[src/rtl/mux_port_pkg.sv]
package mux_port_pkg;
  typedef enum logic {
    FLAV_LOW_BYTE  = 1'b0,
    FLAV_HIGH_BYTE = 1'b1
  } port_flavour_e;
endpackage

[src/rtl/mux_port_latch.sv]
module mux_port_latch #(
  parameter int WIDTH = 8
) (
  input  logic             clk,
  input  logic             rst_n,
  input  logic             wr_en,
  input  logic [WIDTH-1:0] wr_data,
  input  logic             force_ones,
  output logic [WIDTH-1:0] q
);
  always_ff @(posedge clk) begin
    if (!rst_n)          q <= '1;
    else if (force_ones) q <= '1;
    else if (wr_en)      q <= wr_data;
  end

  AST_FORCE_WINS: assert property (@(posedge clk) disable iff (!rst_n)
    force_ones |=> (q == {WIDTH{1'b1}}));
  AST_WRITE_STORES: assert property (@(posedge clk) disable iff (!rst_n)
    (wr_en && !force_ones) |=> (q == $past(wr_data)));
endmodule

[src/rtl/mux_port_pad.sv]
module mux_port_pad
  import mux_port_pkg::*;
#(
  parameter int            WIDTH   = 8,
  parameter port_flavour_e FLAVOUR = FLAV_LOW_BYTE
) (
  input  logic [WIDTH-1:0] latch_q,
  input  logic             bus_own,
  input  logic             bus_drive,
  input  logic [WIDTH-1:0] bus_ad,
  output logic [WIDTH-1:0] pad_out,
  output logic [WIDTH-1:0] pad_oe,
  output logic [WIDTH-1:0] pad_pu
);
  generate
    if (FLAVOUR == FLAV_LOW_BYTE) begin : g_open_drain
      always_comb begin
        if (bus_own) begin
          pad_out = bus_ad;
          pad_oe  = bus_drive ? {WIDTH{1'b1}} : {WIDTH{1'b0}};
        end else begin
          pad_out = '0;
          pad_oe  = ~latch_q;
        end
        pad_pu = '0;
      end
    end else begin : g_pulled_up
      always_comb begin
        if (bus_own) begin
          pad_out = bus_ad;
          pad_oe  = '1;
          pad_pu  = '0;
        end else begin
          pad_out = '0;
          pad_oe  = ~latch_q;
          pad_pu  = latch_q;
        end
      end
    end
  endgenerate
endmodule

[src/rtl/mux_port_rdpath.sv]
module mux_port_rdpath #(
  parameter int WIDTH      = 8,
  parameter int SYNC_STAGE = 2
) (
  input  logic             clk,
  input  logic             rst_n,
  input  logic             rd_latch,
  input  logic             rd_pin,
  input  logic [WIDTH-1:0] latch_q,
  input  logic [WIDTH-1:0] pin_raw,
  output logic [WIDTH-1:0] rdata,
  output logic             rvalid
);
  logic [WIDTH-1:0] sync_q [SYNC_STAGE];

  generate
    for (genvar s = 0; s < SYNC_STAGE; s++) begin : g_sync
      always_ff @(posedge clk) begin
        if (!rst_n) sync_q[s] <= '0;
        else if (s == 0) sync_q[s] <= pin_raw;
        else sync_q[s] <= sync_q[(s == 0) ? 0 : s-1];
      end
    end
  endgenerate

  always_ff @(posedge clk) begin
    if (!rst_n) begin
      rdata  <= '0;
      rvalid <= 1'b0;
    end else begin
      rvalid <= rd_latch | rd_pin;
      if (rd_latch)    rdata <= latch_q;
      else if (rd_pin) rdata <= sync_q[SYNC_STAGE-1];
    end
  end

  AST_RVALID_NEXT: assert property (@(posedge clk) disable iff (!rst_n)
    (rd_latch || rd_pin) |=> rvalid);
  AST_LATCH_PRIORITY: assert property (@(posedge clk) disable iff (!rst_n)
    rd_latch |=> (rdata == $past(latch_q)));
endmodule

[src/rtl/mux_port.sv]
module mux_port
  import mux_port_pkg::*;
#(
  parameter int            WIDTH   = 8,
  parameter port_flavour_e FLAVOUR = FLAV_LOW_BYTE
) (
  input  logic             clk,
  input  logic             rst_n,
  input  logic             cpu_wr,
  input  logic [WIDTH-1:0] cpu_wdata,
  input  logic             cpu_rd_latch,
  input  logic             cpu_rd_pin,
  output logic [WIDTH-1:0] cpu_rdata,
  output logic             cpu_rvalid,
  input  logic             bus_own,
  input  logic [WIDTH-1:0] bus_ad,
  input  logic             bus_drive,
  input  logic [WIDTH-1:0] pin_in,
  output logic [WIDTH-1:0] pin_out,
  output logic [WIDTH-1:0] pin_oe,
  output logic [WIDTH-1:0] pin_pu
);
  localparam bit FORCE_ON_BUS = (FLAVOUR == FLAV_LOW_BYTE);

  logic [WIDTH-1:0] latch_q;
  logic             force_ones;

  assign force_ones = FORCE_ON_BUS & bus_own;

  mux_port_latch #(.WIDTH(WIDTH)) u_latch (
    .clk(clk), .rst_n(rst_n), .wr_en(cpu_wr), .wr_data(cpu_wdata),
    .force_ones(force_ones), .q(latch_q)
  );

  mux_port_pad #(.WIDTH(WIDTH), .FLAVOUR(FLAVOUR)) u_pad (
    .latch_q(latch_q), .bus_own(bus_own), .bus_drive(bus_drive),
    .bus_ad(bus_ad), .pad_out(pin_out), .pad_oe(pin_oe), .pad_pu(pin_pu)
  );

  mux_port_rdpath #(.WIDTH(WIDTH), .SYNC_STAGE(2)) u_rd (
    .clk(clk), .rst_n(rst_n), .rd_latch(cpu_rd_latch), .rd_pin(cpu_rd_pin),
    .latch_q(latch_q), .pin_raw(pin_in), .rdata(cpu_rdata), .rvalid(cpu_rvalid)
  );

  AST_BUS_PUSHPULL: assert property (@(posedge clk) disable iff (!rst_n)
    (bus_own && bus_drive) |-> (pin_oe == {WIDTH{1'b1}} && pin_out == bus_ad && pin_pu == '0));

  generate
    if (FLAVOUR == FLAV_LOW_BYTE) begin : g_chk_low
      AST_OD_NEVER_HIGH: assert property (@(posedge clk) disable iff (!rst_n)
        !bus_own |-> ((pin_oe & pin_out) == '0 && pin_pu == '0));
      AST_LOW_RELEASE_IN: assert property (@(posedge clk) disable iff (!rst_n)
        (bus_own && !bus_drive) |-> (pin_oe == '0));
    end else begin : g_chk_high
      AST_HIGH_LATCH_KEPT: assert property (@(posedge clk) disable iff (!rst_n)
        (bus_own && !cpu_wr) |=> $stable(latch_q));
      AST_HIGH_ADDR_ALWAYS: assert property (@(posedge clk) disable iff (!rst_n)
        bus_own |-> (pin_oe == {WIDTH{1'b1}} && pin_out == bus_ad));
    end
  endgenerate
endmodule

[config.mk]
export PLATFORM = sky130hd
export DESIGN_NAME = mux_port
export DESIGN_NICKNAME = d
export VERILOG_FILES = /design/src/rtl/mux_port_pkg.sv /design/src/rtl/mux_port_latch.sv /design/src/rtl/mux_port_pad.sv /design/src/rtl/mux_port_rdpath.sv /design/src/rtl/mux_port.sv
export SDC_FILE = /design/constraint.sdc
export NUM_CORES = 1
export LEC_CHECK = 0
export BUFFER_PORTS_ARGS = -buffer_cell sky130_fd_sc_hd__buf_2
export CAP_MARGIN = 10
export CORE_AREA = 2 2 82 45
export CTS_BUF_LIST = sky130_fd_sc_hd__clkbuf_8
export DETAILED_ROUTE_END_ITERATION = 10
export DIE_AREA = 0 0 84 47
export PLACE_DENSITY_LB_ADDON = 0.25
export REMOVE_ABC_BUFFERS = 1
export SLEW_MARGIN = 10
export SYNTH_ARGS = -nofsm -noshare
export SYNTH_HDL_FRONTEND = slang
export SYNTH_HIERARCHICAL = 1
export SYNTH_SLANG_ARGS = --single-unit
[constraint.sdc]
create_clock -name clk -period 1.4 [get_ports clk]
set_clock_uncertainty 0.2 [all_clocks]
set_input_delay 0.07 -clock clk [delete_from_list [all_inputs] [get_ports clk]]
set_output_delay 0.07 -clock clk [all_outputs]
set_load 0.02 [all_outputs]
==> results.toml <==
[outcome]
status = "finished clean"

[yosys]
ys_warn_count = 6
syn_inst = 125
synth_area_sq_um = 1400
ys_ff_latch = 33
ys_seq_area_frac = 0.471
avgSynthCellArea_sq_um = 11.2
synth_cell_types = 19

[worst_setup_path]
r2r_cells = 2
cp-end-kind = "output port"
cp_max_fo = 3
cp.required_ns = 1.13
critPathKind = "flip-flop to output port"
arrival_ns = 0.92
critical_path.startpoint_type = "flip-flop"

[finish]
final_cell_mix = "buf_2 (55), dfxtp_1 (33), and2_1 (20), dlygate4sd3_1 (17)"
finalNetCount = 229
nFillCells = 286
multi_input_area_sq_um = 637
n_antenna_cell = 0
final_common_cell = "buf_2"
drive_gt1_frac = 0.432
area_delta_synth_final_pct = 36.6
final_area_sq_um = 1910
regArea_sq_um = 661
fin_util = 0.590

[floorplan]
std_cell_rows = 15
io_pins = 64
initial_utilization = 0.432
core_sq_um = 3250
die_w_microns = 84
dieHeight_microns = 47
die_area_sq_um = 3950

[route]
drc = 0
drtIter0Drc = 36
wire_per_inst_microns = 11.8
first_pass_iters = 4
final_antenna_net_count = 0
routed_wl_microns = 2830
dr_total_vias = 1048
avgViaCountPerCell = 4.35

[timing]
worst_slack_ns = 0.205
final_max_slew_viol_count = 0
setup_viol = 0
max_freq_mhz = 837
rsz0062_at_grt = "false"
tns_ns = 0
min_period_ns = 1.19
period_share = 0.853
hold_viol_final = 0

[pwr]
leakage_nw = 0.979
ir_worst_vdd_mv = 0.526
p_total_mw = 2.06
p_per_area_nw_per_um2 = 1080

[global_routing]
grt_start_max_net_pins = 21
grt_use_total = 0.153
gr-total-overflow = 0
grt_pass1_vias = 1002
antenna_found_initial = 0
grt_pass1_wl_microns = 4540

[clock_network]
cts_hold_buf = 17
cts_buffers = 5
cts.clk_slew.worst_paths_ns = 0.07
postCtsSetupBuffers = 0
cts_resized = 0
root_buffer = "clkbuf_8"
clock_latency_ns = 0.27
clk_path_buf_depth = 2
numClockSinks = 33
cts_tree = "done"
htree_num_levels = 2

[hold_path]
holdCritPathClass = "input pin to flip-flop"
whs_path_depth = 3

[placed_design]
dpl_cell_area_sq_um = 1660
portBuffers = 55
place_congestion = 0.680
dp.final_hpwl_microns = 2070
place_ws_ns = 0.206

[run]
max_cap_viol_count = 0
[synthesized netlist by cell type, drive strengths merged]
cell type,count,area share
mux2,8,0.086
conb,1,0.0027
nand2b,8,0.036
buf,13,0.074
bufinv,1,0.013
dfxtp,33,0.47
nor2b,1,0.0045
and2b,1,0.0054
mux2i,8,0.057
a21oi,8,0.050
clkbuf,2,0.0062
and2,24,0.11
o211a,8,0.057
nand2,8,0.021
o21a,1,0.0054
[metal layers]
metal	routed length (microns)	GRT usage	vias to the layer above
li1	-	-	541
met5	0	0	-
met2	1260	0.267	33
met3	189	0.0598	5
met1	1360	0.180	469
met4	23	0.0581	0
[sequential cells by signal, indices dropped and copies added, names as in the netlist]
name         count
u_rd/sync_q     16
u_latch/q        8
u_rd/rdata       8
u_rd/rvalid      1
[critical path, stage by stage, from the launching register on]
cell and delay [ns]:
dfxtp_1 0.34, a21oi_2 0.13, buf_2 0.18
[area by class of cell]
class,count,area share
clock buffer,5,0.0359
clock inverter,3,0.00915
inverter,1,0.00915
multi-input combinational,83,0.333
sequential,33,0.345
tap,42,0.0275
timing repair buffer,74,0.241
[per-stage QoR]
stage                     cells  hold slack (ns)
after floorplan             117          -0.0198
after CTS                   241          0.00109
after global placement      216           0.0754
after detailed placement    216           0.0791
final                       241          0.00779
after global routing        241           0.0123
[worst paths after layout]
kind	from	to	slack, ns
min	cpu_wr	u_latch/q[3]	0.008
max	u_latch/q[1]	pin_oe[1]	0.21
max reg2reg	u_rd/rdata[0]	u_rd/rdata[0]	0.30
min reg2reg	u_rd/sync_q[0][1]	u_rd/sync_q[1][1]	0.23
[where the power goes]
group          switching [mW]  internal [mW]  total [mW]  leakage [nW]
combinational           0.185          0.181       0.366         0.662
clock                   0.340          0.343       0.683        0.0439
sequential             0.0222          0.988        1.01         0.273
[kinds of logic (layout without fill, tap and decap cells)]
kind of cell    count (synthesis)  after routing  synth area share
mux                            16             16             0.143
compound gates                 17             17             0.113
simple gates                   42             42             0.178
other cells                     1              8           0.00268
buf+inv                        16             83            0.0929
flops                          33             33             0.471
Note: power is estimated with default switching activity, not from simulation.
